$ cat src/rtl/uart_rx_pkg.sv
package uart_rx_pkg;

    typedef enum logic [2:0] {
        RX_IDLE,
        RX_START,
        RX_DATA,
        RX_STOP,
        RX_BRKWAIT
    } rx_state_e;

endpackage

$ cat src/rtl/uart_rx_sync.sv
// Input synchroniser (STAGES >= 2) followed by a falling-edge detector.
module uart_rx_sync #(
    parameter int STAGES = 2
) (
    input  logic clk,
    input  logic rst_n,
    input  logic line_async,
    output logic line_sync,
    output logic line_fall
);

    typedef struct packed {
        logic [STAGES-1:0] chain;
        logic              prev;
    } sync_t;

    sync_t sync_d, sync_q;

    always_comb begin
        sync_d       = sync_q;
        sync_d.chain = {sync_q.chain[STAGES-2:0], line_async};
        sync_d.prev  = sync_q.chain[STAGES-1];
    end

    always_ff @(posedge clk or negedge rst_n) begin
        if (!rst_n) begin
            sync_q <= '{chain: '1, prev: 1'b1};
        end else begin
            sync_q <= sync_d;
        end
    end

    assign line_sync = sync_q.chain[STAGES-1];
    assign line_fall = sync_q.prev & ~sync_q.chain[STAGES-1];

endmodule

$ cat src/rtl/uart_rx_ctrl.sv
// Start validation, bit-centre sampling and character assembly.
module uart_rx_ctrl
    import uart_rx_pkg::*;
#(
    parameter int OVERSAMPLE = 16,
    parameter int DATA_BITS  = 8
) (
    input  logic                 clk,
    input  logic                 rst_n,
    input  logic                 tick,
    input  logic                 line_sync,
    input  logic                 line_fall,
    output logic                 char_done,
    output logic                 stop_level,
    output logic [DATA_BITS-1:0] char_bits
);

    localparam int CW = $clog2(OVERSAMPLE);
    localparam int BW = $clog2(DATA_BITS + 1);
    localparam logic [CW-1:0] MID_LAST  = CW'(OVERSAMPLE / 2 - 1);
    localparam logic [CW-1:0] FULL_LAST = CW'(OVERSAMPLE - 1);
    localparam logic [BW-1:0] IDX_LAST  = BW'(DATA_BITS - 1);

    typedef struct packed {
        rx_state_e            st;
        logic [CW-1:0]        cnt;
        logic [BW-1:0]        idx;
        logic [DATA_BITS-1:0] shreg;
    } ctrl_t;

    ctrl_t ctrl_d, ctrl_q;

    always_comb begin
        ctrl_d    = ctrl_q;
        char_done = 1'b0;
        case (ctrl_q.st)
            RX_IDLE: begin
                if (line_fall) begin
                    ctrl_d.st  = RX_START;
                    ctrl_d.cnt = '0;
                end
            end
            RX_START: begin
                if (tick) begin
                    if (ctrl_q.cnt == MID_LAST) begin
                        ctrl_d.cnt = '0;
                        ctrl_d.idx = '0;
                        ctrl_d.st  = line_sync ? RX_IDLE : RX_DATA;
                    end else begin
                        ctrl_d.cnt = ctrl_q.cnt + 1'b1;
                    end
                end
            end
            RX_DATA: begin
                if (tick) begin
                    if (ctrl_q.cnt == FULL_LAST) begin
                        ctrl_d.cnt   = '0;
                        ctrl_d.shreg = {line_sync, ctrl_q.shreg[DATA_BITS-1:1]};
                        if (ctrl_q.idx == IDX_LAST) begin
                            ctrl_d.st = RX_STOP;
                        end else begin
                            ctrl_d.idx = ctrl_q.idx + 1'b1;
                        end
                    end else begin
                        ctrl_d.cnt = ctrl_q.cnt + 1'b1;
                    end
                end
            end
            RX_STOP: begin
                if (tick) begin
                    if (ctrl_q.cnt == FULL_LAST) begin
                        char_done  = 1'b1;
                        ctrl_d.cnt = '0;
                        if (!line_sync && (ctrl_q.shreg == '0)) begin
                            ctrl_d.st = RX_BRKWAIT;
                        end else begin
                            ctrl_d.st = RX_IDLE;
                        end
                    end else begin
                        ctrl_d.cnt = ctrl_q.cnt + 1'b1;
                    end
                end
            end
            RX_BRKWAIT: begin
                if (line_sync) begin
                    ctrl_d.st = RX_IDLE;
                end
            end
            default: ctrl_d.st = RX_IDLE;
        endcase
    end

    always_ff @(posedge clk or negedge rst_n) begin
        if (!rst_n) begin
            ctrl_q <= '{st: RX_IDLE, cnt: '0, idx: '0, shreg: '0};
        end else begin
            ctrl_q <= ctrl_d;
        end
    end

    assign stop_level = line_sync;
    assign char_bits  = ctrl_q.shreg;

endmodule

$ cat src/rtl/uart_rx_push.sv
// Registers the completed character and forms the error flags.
module uart_rx_push #(
    parameter int DATA_BITS = 8
) (
    input  logic                 clk,
    input  logic                 rst_n,
    input  logic                 char_done,
    input  logic                 stop_level,
    input  logic [DATA_BITS-1:0] char_bits,
    output logic                 out_valid,
    output logic [DATA_BITS-1:0] out_data,
    output logic                 out_ferr,
    output logic                 out_brk
);

    typedef struct packed {
        logic                 vld;
        logic [DATA_BITS-1:0] dat;
        logic                 ferr;
        logic                 brk;
    } push_t;

    push_t push_d, push_q;

    always_comb begin
        push_d      = push_q;
        push_d.vld  = char_done;
        push_d.ferr = char_done & ~stop_level;
        push_d.brk  = char_done & ~stop_level & (char_bits == '0);
        if (char_done) begin
            push_d.dat = char_bits;
        end
    end

    always_ff @(posedge clk or negedge rst_n) begin
        if (!rst_n) begin
            push_q <= '{vld: 1'b0, dat: '0, ferr: 1'b0, brk: 1'b0};
        end else begin
            push_q <= push_d;
        end
    end

    assign out_valid = push_q.vld;
    assign out_data  = push_q.dat;
    assign out_ferr  = push_q.ferr;
    assign out_brk   = push_q.brk;

endmodule

$ cat src/rtl/uart_rx_deser.sv
module uart_rx_deser #(
    parameter int OVERSAMPLE  = 16,
    parameter int DATA_BITS   = 8,
    parameter int SYNC_STAGES = 2
) (
    input  logic                 clk,
    input  logic                 rst_n,
    input  logic                 os_tick,
    input  logic                 rx_serial,
    output logic                 push_valid,
    output logic [DATA_BITS-1:0] push_data,
    output logic                 push_frame_err,
    output logic                 push_break
);

    logic                 line_sync;
    logic                 line_fall;
    logic                 char_done;
    logic                 stop_level;
    logic [DATA_BITS-1:0] char_bits;

    uart_rx_sync #(
        .STAGES (SYNC_STAGES)
    ) u_sync (
        .clk        (clk),
        .rst_n      (rst_n),
        .line_async (rx_serial),
        .line_sync  (line_sync),
        .line_fall  (line_fall)
    );

    uart_rx_ctrl #(
        .OVERSAMPLE (OVERSAMPLE),
        .DATA_BITS  (DATA_BITS)
    ) u_ctrl (
        .clk        (clk),
        .rst_n      (rst_n),
        .tick       (os_tick),
        .line_sync  (line_sync),
        .line_fall  (line_fall),
        .char_done  (char_done),
        .stop_level (stop_level),
        .char_bits  (char_bits)
    );

    uart_rx_push #(
        .DATA_BITS (DATA_BITS)
    ) u_push (
        .clk        (clk),
        .rst_n      (rst_n),
        .char_done  (char_done),
        .stop_level (stop_level),
        .char_bits  (char_bits),
        .out_valid  (push_valid),
        .out_data   (push_data),
        .out_ferr   (push_frame_err),
        .out_brk    (push_break)
    );

endmodule

$ cat config.mk
export PLATFORM = sky130hd
export DESIGN_NAME = uart_rx_deser
export DESIGN_NICKNAME = d
export VERILOG_FILES = /design/src/rtl/uart_rx_pkg.sv /design/src/rtl/uart_rx_sync.sv /design/src/rtl/uart_rx_ctrl.sv /design/src/rtl/uart_rx_push.sv /design/src/rtl/uart_rx_deser.sv
export SDC_FILE = /design/constraint.sdc
export NUM_CORES = 1
export LEC_CHECK = 0
export BUFFER_PORTS_ARGS = -buffer_cell sky130_fd_sc_hd__buf_2
export CELL_PAD_IN_SITES_DETAIL_PLACEMENT = 2
export CELL_PAD_IN_SITES_GLOBAL_PLACEMENT = 2
export CORE_UTILIZATION = 36
export CTS_CLUSTER_SIZE = 24
export DETAILED_ROUTE_END_ITERATION = 6
export MAX_ROUTING_LAYER = met4
export PLACE_DENSITY_LB_ADDON = 0.25
export SLEW_MARGIN = 10
export SYNTH_ARGS = -nofsm -noshare
export SYNTH_HDL_FRONTEND = slang
export SYNTH_SLANG_ARGS = --single-unit
$ cat constraint.sdc
create_clock -name clk -period 1.5 [get_ports clk]
set_input_delay 0.3 -clock clk [delete_from_list [all_inputs] [get_ports clk]]
set_output_delay 0.3 -clock clk [all_outputs]
set_load 0.01 [all_outputs]
* Word-level counts from Yosys, hierarchy flattened
Index checks and enable logic that the tools add are counted.
** Word-level totals
- Output and inout port bits :: 11
- Latch bits :: 0
- ROM bits :: 0
- Register bits after elaboration :: 33
- Bits in writable memories :: 0
- Word-level logic and storage cells :: 65
- Input port bits :: 4
- Memories kept :: 0
** Operators by class
- Shift operators :: 0
- Multipliers :: 0
- Reduce and logical (&&, ||, !) cells :: 10
- Muxes and demuxes :: 22
- Add/sub/neg operators :: 2
- Div/mod/pow operators :: 0
- Magnitude comparators :: 0
- Equality and inequality tests :: 17
- Bitwise operators :: 4
** Operators by type and width (count)
- $mux 19 :: 1
- $mux 3 :: 6
- $mux 4 :: 4
- $pmux 4 s4 :: 1
- $pmux 3 s5 :: 1
- $mux 7 :: 2
- $mux 12 :: 1
- $ne 2x2->1 const B :: 6
- $mux 11 :: 1
- $reduce_and 9->1 :: 1
- $add 4x1->4 const B :: 2
- $eq 4x3->1 const B :: 2
- $logic_not 8->1 :: 1
- $ne 2x1->1 const B :: 4
- $pmux 4 s2 :: 1
- $eq 3x2->1 const B :: 2
- $reduce_and 6->1 :: 1
- $reduce_and 5->1 :: 1
- $eq 4x4->1 const B :: 1
- $reduce_bool 4->1 :: 1
- $and 1x1->1 :: 3
- $eq 3x1->1 const B :: 1
- $eq 3x3->1 const B :: 1
- $logic_not 3->1 :: 1
- other kinds (7) :: 9

* Longest topological paths before layout
Gate-level depths: netlist (run 1).
- Word-level depth :: 6
- Mapped depth :: 6
- Gate-level depth less buffers :: 5

* Modules after synthesis
From an unflattened synthesis (run 1), not the netlist that was laid out.
** Unflattened totals
- Cell total of the unflattened synthesis :: 141
- Area total of the unflattened synthesis :: 1725.4 µm²
** By module, submodules not included
- uart_rx_ctrl :: cells an instance 113, area an instance 1223.7 µm², instances 1, seq. area each 475.5 µm²
- uart_rx_push :: cells an instance 24, area an instance 409.1 µm², instances 1, seq. area each 275.3 µm²
- uart_rx_sync :: cells an instance 4, area an instance 92.6 µm², instances 1, seq. area each 78.8 µm²

* Worst setup path before layout (run 1)
Ideal clock, no wire load.
- Kind :: register to register
- Start :: reg u_ctrl.ctrl_q[12] in the netlist's numbering
- End :: reg u_ctrl.ctrl_q, in the netlist u_ctrl.char_bits[0]
- Setup slack :: -134 ps
- Path buffers :: 1
- Cell stages (with the launch flop) :: 6
- Required time :: 1375 ps
- Arrival :: 1509 ps
- Library setup time :: 125 ps
- Clock period less this slack :: 1634 ps
- Cell sequence :: dfrtp_1 -> ha_1 -> nand4b_1 -> or3_1 -> buf_2 -> mux2_2
** Between the ends
- Longest elaborated chain between the ends :: 2
** Ends and longest elaborated chain
- start: declaration :: line uart_rx_ctrl.sv:31 : ctrl_t ctrl_d, ctrl_q;
- start signal: assignment :: line uart_rx_ctrl.sv:95 : ctrl_q <= '{st: RX_IDLE, cnt: '0, idx: '0, shreg: '0};
- start signal: assignment :: line uart_rx_ctrl.sv:97 : ctrl_q <= ctrl_d;
- $eq 4x4->1 :: line uart_rx_ctrl.sv:56 : if (ctrl_q.cnt == FULL_LAST) begin
- $reduce_and 3->1 (no line)
Every way passes these cells.
A chain may end at the register's enable or synchronous reset.

* Worst setup path in the final report (run 1)
- Start :: reg u_ctrl.ctrl_q[9] in the netlist's numbering
- End :: reg u_ctrl.ctrl_q[10] in the netlist's numbering
** Between the ends
- Longest elaborated chain between the ends :: 5
- Elaborated cells on any way between the ends :: 8
- Those cells by class :: 1 x add/sub; 2 x eq/ne; 4 x mux; 1 x reduce/logical
** Ends and longest elaborated chain
- $add 4x1->4 :: line uart_rx_ctrl.sv:62 : ctrl_d.idx = ctrl_q.idx + 1'b1;
- $mux 4 :: line uart_rx_ctrl.sv:59 : if (ctrl_q.idx == IDX_LAST) begin
- $mux 12 :: line uart_rx_ctrl.sv:56
- $mux 19 :: line uart_rx_ctrl.sv:55 : if (tick) begin
- $pmux 4 s2 :: line uart_rx_ctrl.sv:36 : case (ctrl_q.st)
Parallel ways exist; a longest one is shown, timed or not. The select of a mux whose other input is x is not followed.

==> run metrics, run 1 <==
Worst setup SP type flop; worst hold-check path type in2async; drt total wl 6330 µm; via count of the first global-routing pass 1,502; syn nets 128; relative contribution of combinational cells to total power 34.5%; average size of a mapped cell 12.7 µm²; clock-pin slew on the worst setup and hold paths 80 ps; Synthesis Warnings 0; Crit Path Max Fanout 3; number of max-slew violations in the final report 0; final setup violating endpoints 26; sequential fraction of design power 35.4%; Seq/Total Area, Yosys 53.6%; number of hold violations in the final report 0; PortBufs 14; number of instances in the synthesized netlist 122; status finished, violations left; final instance area 2440 µm²; signed area change from the synthesized netlist to the final layout 58.0%; final global-route overflow total 0; Fill cells 368; transition time at the pin with the least slew margin 434 ps; Max Clock Skew 11.0 ps; flop and latch count out of synthesis 33; post-synth top area share 48.5%; vias after detailed routing 1,315; share of synthesized flip-flops with an asynchronous set or reset 100%; synthesized area 1550 µm²; HPWL after DPL 3180 µm; normalized max-slew margin 71.0%; share of the clock period used by the worst path after layout 114%; Max Cap Viol 0; Vert. Die Dim 67.5 µm; fraction of layout instances using a drive strength above 1 68.1%; GRT Resource Usage Total 31.8%; Cell variety after synth 42; post-DR vias/cell 5.46; largest net degree at the start of global routing 34; latest clock arrival within the worst-skew pair 300 ps; number of clock buffers inserted by TritonCTS 5; cell at the root of the clock tree sky130_fd_sc_hd__clkbuf_8; Critical Path End Type flop; Arr. time, crit path 1890 ps; wire per inst 26.2 µm; final RePlAce weighted congestion 0.775; final worst path period need 1710 ps; net switching share of the total power 31.9%; instance area after placement 1940 µm²; Max clock buf depth 2; post-layout utilization of the core 60.2%; power per cell area 1250 nW/µm²; type of the setup path with the least slack reg2reg; library cell occupying the most area in the post-synthesis netlist sky130_fd_sc_hd__dfrtp_1; most used flip-flop cell after synthesis sky130_fd_sc_hd__dfrtp_1; Core Rows 23; drt first pass iters 4; Peak Freq 583 MHz; number of synthesized flops with an enable pin 0; Residual DRC 0; number of antenna cells inserted 0; Worst Setup Slack, final -215 ps; RSZ-0062 raised after global routing yes; final-stage net count 196; cts hold-fix bufs 0; internal power contribution 2.07 mW; H-tree lvl count 2; die extent in x 67.5 µm; I/O Pins 15; antenna violations before repair 0; share of total power in the clock network 30.0%; DRT iter0 DRCs 44; main area contributors after synthesis sky130_fd_sc_hd__dfrtp_1 (49%), sky130_fd_sc_hd__mux2_2 (12%), sky130_fd_sc_hd__dfstp_2 (5.1%); first-pass GRT wire length 9350 µm; initial core utilization 38.1%; violated checks setup timing; number of nets with antenna violations after routing 0; CP required 1670 ps; Leak Pwr 1.20 nW; TritonCTS clock tree built; count of clock tree sinks 33; IR Drop Worst-Case VDD 0.000634 V; overall die area 4560 µm²; Placeable Area 4060 µm²; Net Sw Power 0.971 mW
power by group through the flow:
stage,Combinational [mW],Clock (mW),Sequential (mW)
after floorplan,0.341,0,1.04
after global placement,0.569,0,1.06
after detailed placement,0.622,0,1.06
after CTS,0.927,0.910,1.07
after global routing,1.10,0.968,1.08
final,1.05,0.914,1.08
layout by cell type, fill, tap and decap left out, drive strengths merged, types with 2 or more instances in the layout:
cell and instances:
dfrtp 30, dfstp 3, or4 2, nand3 5, nand2 6, nor2 7
or3 2, inv 4, and2 3, mux2 17, nor2b 2, nand2b 2
and3 2, clkbuf 6, ha 2, a221o 2, buf 66, nor3 5
nor4 2, and3b 2
Yosys cell counts (2+ instances only):
master                     count
sky130_fd_sc_hd__nand2b_1      2
sky130_fd_sc_hd__nor2b_1       2
sky130_fd_sc_hd__nor2_1        7
sky130_fd_sc_hd__and3_1        2
sky130_fd_sc_hd__a221o_1       2
sky130_fd_sc_hd__nor4_1        2
sky130_fd_sc_hd__buf_2         4
sky130_fd_sc_hd__inv_1         4
sky130_fd_sc_hd__mux2_2       17
sky130_fd_sc_hd__dfstp_2       3
sky130_fd_sc_hd__and2_1        3
sky130_fd_sc_hd__nor3_1        3
sky130_fd_sc_hd__or4_1         2
sky130_fd_sc_hd__nand2_1       5
sky130_fd_sc_hd__dfrtp_1      30
sky130_fd_sc_hd__and3b_1       2
sky130_fd_sc_hd__ha_1          2
sky130_fd_sc_hd__nand3_1       5
sky130_fd_sc_hd__or3_1         2
metrics by stage:
stage | TNS (ps) | hold slack, ps | total power [mW] | setup WS (ps) | instances
after floorplan | -308 | 4.41 | 1.38 | -110 | 122
after global placement | -2130 | 345 | 1.63 | -199 | 214
after detailed placement | -4140 | 354 | 1.68 | -256 | 214
after CTS | -2280 | 41.7 | 2.91 | -172 | 236
after global routing | -4370 | 65.0 | 3.15 | -256 | 241
final | -3010 | 26.3 | 3.04 | -215 | 241
routing by layer:
| layer | GRT usage, % | share of wire, % |
|---|---|---|
| met1 | 35.6 | 41 |
| met2 | 55.3 | 54 |
| met3 | 5.57 | 2.2 |
| met4 | 13.3 | 2.9 |
| met5 | - | 0 |
worst paths after layout:
path / from / end / slack (ps) / depth (start not counted)
setup / recovery: u_ctrl.ctrl_q[9] / u_ctrl.ctrl_q[10] / -210 / 5
hold / removal: rst_n / u_ctrl.char_bits[5] / 30 / 2
setup reg to reg: u_ctrl.ctrl_q[9] / u_ctrl.ctrl_q[10] / -210 / 5
hold reg to reg: u_sync.sync_d[2] / u_sync.line_sync / 360 / 0
max in group asynchronous: rst_n / u_sync.sync_d[2] / 1140 / 2
min in group clk: rx_serial / u_sync.sync_d[2] / 100 / 1
area by class of cell:
type	instances	area (µm²)	share of cell area (%)
flip-flops and latches	33	833	34.1
inverters	4	15.0	0.614
repair buffers	66	523	21.4
clock buffers	6	82.6	3.38
multi-input cells	80	890	36.4
clock inverters	2	37.5	1.54
well taps	50	62.6	2.56
state kept, by name, indices dropped and copies added (netlist names):
register          flops
u_ctrl.ctrl_q        11
u_ctrl.char_bits      8
u_push.out_data       8
u_push.out_brk        1
u_push.out_ferr       1
u_push.out_valid      1
u_sync.line_sync      1
u_sync.sync_d         1
u_sync.sync_q         1
worst max-delay path, stage by stage, from the launching register on:
cell,delay (ps)
sky130_fd_sc_hd__dfrtp_1,400
sky130_fd_sc_hd__ha_2,200
sky130_fd_sc_hd__and3b_2,250
sky130_fd_sc_hd__o32ai_4,270
sky130_fd_sc_hd__nand2_2,140
sky130_fd_sc_hd__a221o_1,340
kinds of logic after synthesis:
kind of cell / synth area share [%]
AO/OA/AOI/OAI: 9.14
AND/OR/NAND/NOR: 19.6
buffers and inverters: 2.99
flip-flops: 53.6
multiplexers: 13.0
adder cells (fa/ha/maj): 1.62
repair_timing:
item	CTS	global route
pin swaps	14	10
gates cloned	2	0
resized for setup	35	20
setup buffers	13	7
setup endpoints to repair	27	29
(Power assumes the default switching activity.)
==> inputs of run 2 (changes only) <==
--- a/config.mk
+++ b/config.mk
@@ -8,6 +8,7 @@
 export BUFFER_PORTS_ARGS = -buffer_cell sky130_fd_sc_hd__buf_2
 export CELL_PAD_IN_SITES_DETAIL_PLACEMENT = 2
 export CELL_PAD_IN_SITES_GLOBAL_PLACEMENT = 2
+export CORE_MARGIN = 10
 export CORE_UTILIZATION = 36
 export CTS_CLUSTER_SIZE = 24
 export DETAILED_ROUTE_END_ITERATION = 6
==> run 2 against run 1 <==
Against the previous run:
- the run still ends with setup timing left
- count of clock-buffer cells in the layout increased by 2
- die area grew 60%
- critical path depth did not move
- highest routed layer unchanged
==> run metrics, run 2 (same netlist as run 1, synthesis figures left out) <==
status finished, violations left (unchanged); violated checks setup timing (unchanged); signed area change from the synthesized netlist to the final layout 53.2% (was 58.0%); power per cell area 1170 nW/µm² (was 1250 nW/µm²); HPWL after DPL 3530 µm (was 3180 µm); DRT iter0 DRCs 107 (was 44); Max clock buf depth 2 (unchanged); worst hold-check path type in2async (unchanged); Biggest register u_ctrl.ctrl_q (unchanged); post-layout utilization of the core 58.0% (was 60.2%); TritonCTS clock tree built (unchanged); final global-route overflow total 0 (unchanged); number of max-slew violations in the final report 0 (unchanged); Arr. time, crit path 2030 ps (was 1890 ps); number of nets with antenna violations after routing 0 (unchanged); count of clock tree sinks 33 (unchanged); final-stage net count 196 (unchanged); instance area after placement 1960 µm² (was 1940 µm²); number of clock buffers inserted by TritonCTS 5 (unchanged); die extent in x 85.5 µm (was 67.5 µm); H-tree lvl count 2 (unchanged); Max stage delay on crit path 460 ps (was 400 ps); power consumption 2.78 mW (was 3.04 mW); Residual DRC 0 (unchanged); post-DR vias/cell 5.66 (was 5.46); via count of the first global-routing pass 1,538 (was 1,502); Max Cap Viol 0 (unchanged); count of non-filler cells in the finished layout 241 (unchanged); Worst setup SP type flop (unchanged); max reg flops 11 (unchanged); share of the clock period used by the worst path after layout 120% (was 114%); cell at the root of the clock tree sky130_fd_sc_hd__clkbuf_8 (unchanged); Worst Setup Slack, final -297 ps (was -215 ps); cell type of the slowest stage on the worst timing path sky130_fd_sc_hd__or3_4 (was sky130_fd_sc_hd__dfrtp_1); RSZ-0062 raised after global routing yes (unchanged); antenna violations before repair 0 (unchanged); final instance area 2370 µm² (was 2440 µm²); final sum of negative setup slack -4830 ps (was -3010 ps); overall die area 7320 µm² (was 4560 µm²); drt first pass iters 4 (unchanged); PortBufs 14 (unchanged); Cell Count Post-Placement 220 (was 214); vias after detailed routing 1,364 (was 1,315); leading cell type in the layout, fill and taps excluded sky130_fd_sc_hd__buf_4 (unchanged); number of antenna cells inserted 0 (unchanged); IR Drop Worst-Case VDD 0.000926 V (was 0.000634 V); transition time at the pin with the least slew margin 432 ps (was 434 ps); Leak Pwr 1.16 nW (was 1.20 nW); normalized max-slew margin 71.2% (was 71.0%); initial core utilization 37.8% (was 38.1%); CP required 1730 ps (was 1670 ps); GRT Resource Usage Total 18.0% (was 31.8%); latest clock arrival within the worst-skew pair 300 ps (about the same); Vert. Die Dim 85.5 µm (was 67.5 µm); Core Rows 23 (unchanged); clock-pin slew on the worst setup and hold paths 80 ps (about the same); I/O Pins 15 (unchanged); final worst path period need 1800 ps (was 1710 ps); drt total wl 7510 µm (was 6330 µm); wire per inst 31.2 µm (was 26.2 µm); Peak Freq 556 MHz (was 583 MHz); cts hold-fix bufs 0 (unchanged); first-pass GRT wire length 9740 µm (was 9350 µm); final RePlAce weighted congestion 0.828 (was 0.775); final setup violating endpoints 28 (was 26); type of the setup path with the least slack reg2reg (unchanged); largest net degree at the start of global routing 34 (unchanged); leading cell types in the layout, fill and taps excluded sky130_fd_sc_hd__buf_4 (43), sky130_fd_sc_hd__dfrtp_1 (27), sky130_fd_sc_hd__buf_2 (14) (was sky130_fd_sc_hd__buf_4 (42), sky130_fd_sc_hd__dfrtp_1 (27), sky130_fd_sc_hd__buf_2 (14)); R2R cell count 5 (unchanged); Critical Path End Type flop (unchanged); Placeable Area 4090 µm² (was 4060 µm²); number of hold violations in the final report 0 (unchanged); sequence of cells on the critical path ha_4 -> nand4b_1 -> or3_4 -> nor3b_1 -> a221o_1 (was ha_2 -> and3b_2 -> o32ai_4 -> nand2_2 -> a221o_1); Crit Path Max Fanout 7 (was 3); fraction of layout instances using a drive strength above 1 64.4% (was 68.1%); Max Clock Skew 19.2 ps (was 11.0 ps)
[run 2: critical path: cells and delay by family, from the launching register on]
kind | cells | cell delay, ps
AND/OR/NAND/NOR | 3 | 960
adder cells (fa/ha/maj) | 1 | 200
AO/OA/AOI/OAI | 1 | 170
flip-flops | 1 | 410
[run 2: layout make-up]
type | count | area, µm²
fillers | 369 | 1720
inverters | 4 | 15.0
repair buffers | 66 | 494
clock buffers | 8 | 90.1
well taps | 50 | 62.6
multi-input cells | 80 | 875
flip-flops and latches | 33 | 833
[run 2: final timing paths]
check / startpoint / end / slack, ps
setup reg to reg: u_ctrl.ctrl_q[13] / u_ctrl.ctrl_q[10] / -300
min in group clk: rx_serial / u_sync.sync_d[2] / 120
setup / recovery: u_ctrl.ctrl_q[13] / u_ctrl.ctrl_q[10] / -300
hold reg to reg: u_sync.sync_d[2] / u_sync.line_sync / 360
max in group asynchronous: rst_n / u_sync.sync_q[0] / 1090
hold / removal: rst_n / u_push.out_data[7] / 50
[run 2: routing by layer]
metal | routed length (µm) | global-route usage [%] | part of all wire, % | up-vias
li1 | - | - | - | 582
met2 | 4000 | 30.1 | 53 | 41
met1 | 3000 | 20.6 | 40 | 723
met5 | 0 | - | 0 | -
met3 | 334 | 4.16 | 4.4 | 18
met4 | 177 | 6.44 | 2.4 | 0
[run 2: power by group]
group          switching [mW]  internal [mW]  total, mW  leakage, nW
Combinational           0.509          0.470      0.979        0.682
Sequential              0.105          0.960       1.07        0.438
Clock                   0.361          0.375      0.737       0.0455
Total                   0.976           1.81       2.78         1.16
[run 2: what timing repair did]
action                     CTS  global route
buffers inserted             8             9
setup endpoints to repair   26            29
pin swaps                   12             8
gates resized for setup     29            21
[run 2: metrics by stage]
step	worst slack (ps)	hold slack, ps
final	-297	52.9
after global routing	-309	65.2
after CTS	-156	43.2
after global placement	-128	347
after detailed placement	-241	350
after floorplan	-110	4.41
==> inputs of run 3 (changes only) <==
--- a/config.mk
+++ b/config.mk
@@ -17,4 +17,5 @@
 export SLEW_MARGIN = 10
 export SYNTH_ARGS = -nofsm -noshare
 export SYNTH_HDL_FRONTEND = slang
+export SYNTH_HIERARCHICAL = 1
 export SYNTH_SLANG_ARGS = --single-unit
==> run 3 against run 2 <==
Against the previous run:
- the run still ends with setup timing left
- die area rose by 8.8%
- largest cell class unchanged
- critical path depth fell by 1
- register-to-register slack improved by 210 ps
==> run metrics, run 3 <==
status finished, violations left (unchanged); violated checks setup timing (unchanged); PortBufs 14 (unchanged); worst hold-check path type in2reg (was in2async); TritonCTS clock tree built (unchanged); count of clock tree sinks 33 (unchanged); final-stage net count 190 (was 196); sequence of cells on the critical path ha_4 -> and4_4 -> and3_4 -> mux2_4 (was ha_4 -> nand4b_1 -> or3_4 -> nor3b_1 -> a221o_1); most used flip-flop cell after synthesis sky130_fd_sc_hd__dfrtp_1 (unchanged); Leak Pwr 1.12 nW (was 1.16 nW); antenna violations before repair 0 (unchanged); largest net degree at the start of global routing 25 (was 34); Seq/Total Area, Yosys 48.1% (was 53.6%); Placeable Area 4690 µm² (was 4090 µm²); CP required 1660 ps (was 1730 ps); Residual DRC 0 (unchanged); Max Clock Skew 9.61 ps (was 19.2 ps); average size of a mapped cell 12.2 µm² (was 12.7 µm²); clock-pin slew on the worst setup and hold paths 70 ps (was 80 ps); drt first pass iters 3 (was 4); Max clock buf depth 2 (unchanged); Max stage delay on crit path 400 ps (was 460 ps); internal power contribution 2.01 mW (was 1.81 mW); share of total power in the clock network 30.1% (was 26.5%); Net Sw Power 0.893 mW (was 0.976 mW); wire per inst 21.2 µm (was 31.2 µm); overall die area 7960 µm² (was 7320 µm²); highest metal layer with signal wires met4 (unchanged); vias after detailed routing 1,272 (was 1,364); final RePlAce weighted congestion 0.843 (was 0.828); Synth top cells by count sky130_fd_sc_hd__dfrtp_1 (30), sky130_fd_sc_hd__buf_4 (10), sky130_fd_sc_hd__mux2_2 (10) (was sky130_fd_sc_hd__dfrtp_1 (30), sky130_fd_sc_hd__mux2_2 (17), sky130_fd_sc_hd__nor2_1 (7)); Max Cap Viol 0 (unchanged); synthesized area 1730 µm² (was 1550 µm²); RSZ-0062 raised after global routing yes (unchanged); Synthesis Warnings 6 (was 0); share of synthesized flip-flops with an asynchronous set or reset 100% (unchanged); number of instances in the synthesized netlist 141 (was 122); number of nets with antenna violations after routing 0 (unchanged); latest clock arrival within the worst-skew pair 280 ps (was 300 ps); net switching share of the total power 30.8% (was 35.1%); post-synth top area share 43.5% (was 48.5%); type of the setup path with the least slack reg2reg (unchanged); Worst Setup Slack, final -83.4 ps (was -297 ps); met1 layer wirelength in the final routing 2210 µm (was 3000 µm); final worst path period need 1580 ps (was 1800 ps); leading cell types in the layout, fill and taps excluded sky130_fd_sc_hd__buf_4 (31), sky130_fd_sc_hd__dfrtp_1 (27), sky130_fd_sc_hd__mux2_4 (18) (was sky130_fd_sc_hd__buf_4 (43), sky130_fd_sc_hd__dfrtp_1 (27), sky130_fd_sc_hd__buf_2 (14)); IR Drop Worst-Case VDD 0.000599 V (was 0.000926 V); fraction of layout instances using a drive strength above 1 56.8% (was 64.4%); number of clock buffers inserted by TritonCTS 5 (unchanged); cell at the root of the clock tree sky130_fd_sc_hd__clkbuf_8 (unchanged); sequential fraction of design power 36.6% (was 38.3%); Critical Path End Type flop (unchanged); relative contribution of combinational cells to total power 33.3% (was 35.2%); GRT Resource Usage Total 14.1% (was 18.0%); share of the clock period used by the worst path after layout 106% (was 120%); Arr. time, crit path 1750 ps (was 2030 ps); power per cell area 1260 nW/µm² (was 1170 nW/µm²); drt total wl 5060 µm (was 7510 µm); first-pass GRT wire length 8260 µm (was 9740 µm); max reg flops 11 (unchanged); number of hold violations in the final report 0 (unchanged); number of synthesized flops with an enable pin 0 (unchanged); Fill cells 472 (was 369); library cell occupying the most area in the post-synthesis netlist sky130_fd_sc_hd__dfrtp_1 (unchanged); main area contributors after synthesis sky130_fd_sc_hd__dfrtp_1 (44%), sky130_fd_sc_hd__mux2_4 (7.0%), sky130_fd_sc_hd__mux2_2 (6.5%) (was sky130_fd_sc_hd__dfrtp_1 (49%), sky130_fd_sc_hd__mux2_2 (12%), sky130_fd_sc_hd__dfstp_2 (5.1%)); via count of the first global-routing pass 1,462 (was 1,538); Core Rows 25 (was 23); Peak Freq 632 MHz (was 556 MHz); HPWL after DPL 3300 µm (was 3530 µm); signed area change from the synthesized netlist to the final layout 33.2% (was 53.2%); final global-route overflow total 0 (unchanged); H-tree lvl count 2 (unchanged); number of antenna cells inserted 0 (unchanged); Crit Path Max Fanout 5 (was 7); syn nets 147 (was 128); initial core utilization 36.8% (was 37.8%); Vert. Die Dim 89.2 µm (was 85.5 µm); normalized max-slew margin 78.2% (was 71.2%); transition time at the pin with the least slew margin 324 ps (was 432 ps); count of non-filler cells in the finished layout 239 (was 241); post-DR vias/cell 5.32 (was 5.66); Worst setup SP type flop (unchanged); Cell Count Post-Placement 226 (was 220); reg2reg setup slack -80 ps (was -300 ps); DRT iter0 DRCs 40 (was 107); number of max-slew violations in the final report 0 (unchanged); leading cell type in the layout, fill and taps excluded sky130_fd_sc_hd__buf_4 (unchanged); I/O Pins 15 (unchanged); Cell variety after synth 43 (was 42); post-layout utilization of the core 49.0% (was 58.0%); metal2 WL 2700 µm (was 4000 µm); flop and latch count out of synthesis 33 (unchanged); most used standard cell by instance count after synthesis sky130_fd_sc_hd__dfrtp_1 (unchanged); die extent in x 89.2 µm (was 85.5 µm); met3 wire length 122 µm (was 334 µm); final setup violating endpoints 20 (was 28); Biggest register u_ctrl/ctrl_q (was u_ctrl.ctrl_q); cell type of the slowest stage on the worst timing path sky130_fd_sc_hd__dfrtp_1 (was sky130_fd_sc_hd__or3_4)
-- run 3: cell types whose count changed after synthesis, moves of 3 or more --
cell / before / now
sky130_fd_sc_hd__a21oi_1: 0 / 5
sky130_fd_sc_hd__and2_1: 3 / 0
sky130_fd_sc_hd__buf_2: 4 / 0
sky130_fd_sc_hd__buf_4: 0 / 10
sky130_fd_sc_hd__mux2_2: 17 / 10
sky130_fd_sc_hd__mux2_4: 0 / 8
sky130_fd_sc_hd__o21ai_0: 0 / 6
-- run 3: repair_timing --
| item | CTS | global route |
|---|---|---|
| cloned | 2 | 0 |
| setup buffers | 1 | 2 |
| endpoints found under the hold margin | 7 | 0 |
| pin swaps | 9 | 4 |
| hold buffers | 1 | 0 |
| setup endpoints to repair | 26 | 28 |
| resized for setup | 20 | 12 |
-- run 3: area by class of cell --
cell class                 count  area [µm²]  area share, %
multi-input combinational     93         926           40.3
timing repair buffer          48         344           15.0
sequential                    33         833           36.3
clock inverter                 1        30.0           1.31
clock buffer                   7        86.3           3.76
inverter                       3        11.3          0.490
tap                           54        67.6           2.94
-- run 3: worst paths after layout --
check,cells after the start,to,from
max reg2reg,4,u_push/out_data[7],u_ctrl/ctrl_q[12]
min in group asynchronous,2,u_ctrl/ctrl_q[17],rst_n
min,1,u_sync/sync_d[2],rx_serial
max in group asynchronous,3,u_sync/line_sync,rst_n
min reg2reg,0,u_sync/line_sync,u_sync/sync_d[2]
max,4,u_push/out_data[7],u_ctrl/ctrl_q[12]
-- run 3: worst max-delay path, delay by kind of cell, from the launching register on --
family / cells / cell delay (ps)
muxes: 1 / 310
adders and majority gates: 1 / 160
DFF: 1 / 400
and+or+nand+nor: 2 / 590
-- run 3: logic make-up (layout without fill, tap and decap cells) --
family          Yosys count  after routing  synth area share, %
compound gates           21             21                 8.12
buf+inv                  17             59                 7.18
flops                    33             33                 48.1
fa+ha+maj                 2              2                 1.45
simple gates             48             50                 20.4
mux                      20             20                 14.8
-- run 3: metal layers --
metal	global-route usage [%]	vias to the layer above
met3	2.64	4
met4	4.77	0
met1	16.4	664
met2	23.9	16
met5	-	-
li1	-	588
-- run 3: through the flow --
stage	area [µm²]	hold WS (ps)	TNS, ps	total power [mW]	setup slack, ps
after floorplan	1750	4.41	-788	1.47	-70.0
after global placement	2020	187	-851	1.82	-82.9
after detailed placement	2020	200	-1670	1.88	-171
after CTS	2240	112	-1250	2.88	-84.2
after global routing	2300	111	-2810	3.08	-143
final	2300	120	-1280	2.91	-83.4
-- run 3: power by group through the flow --
stage / Sequential, mW / Clock, mW / Combinational [mW]
floorplan: 1.04 / 0 / 0.437
global placement: 1.05 / 0 / 0.769
detailed placement: 1.06 / 0 / 0.819
CTS: 1.05 / 0.895 / 0.929
global route: 1.07 / 0.950 / 1.06
finish: 1.06 / 0.874 / 0.969
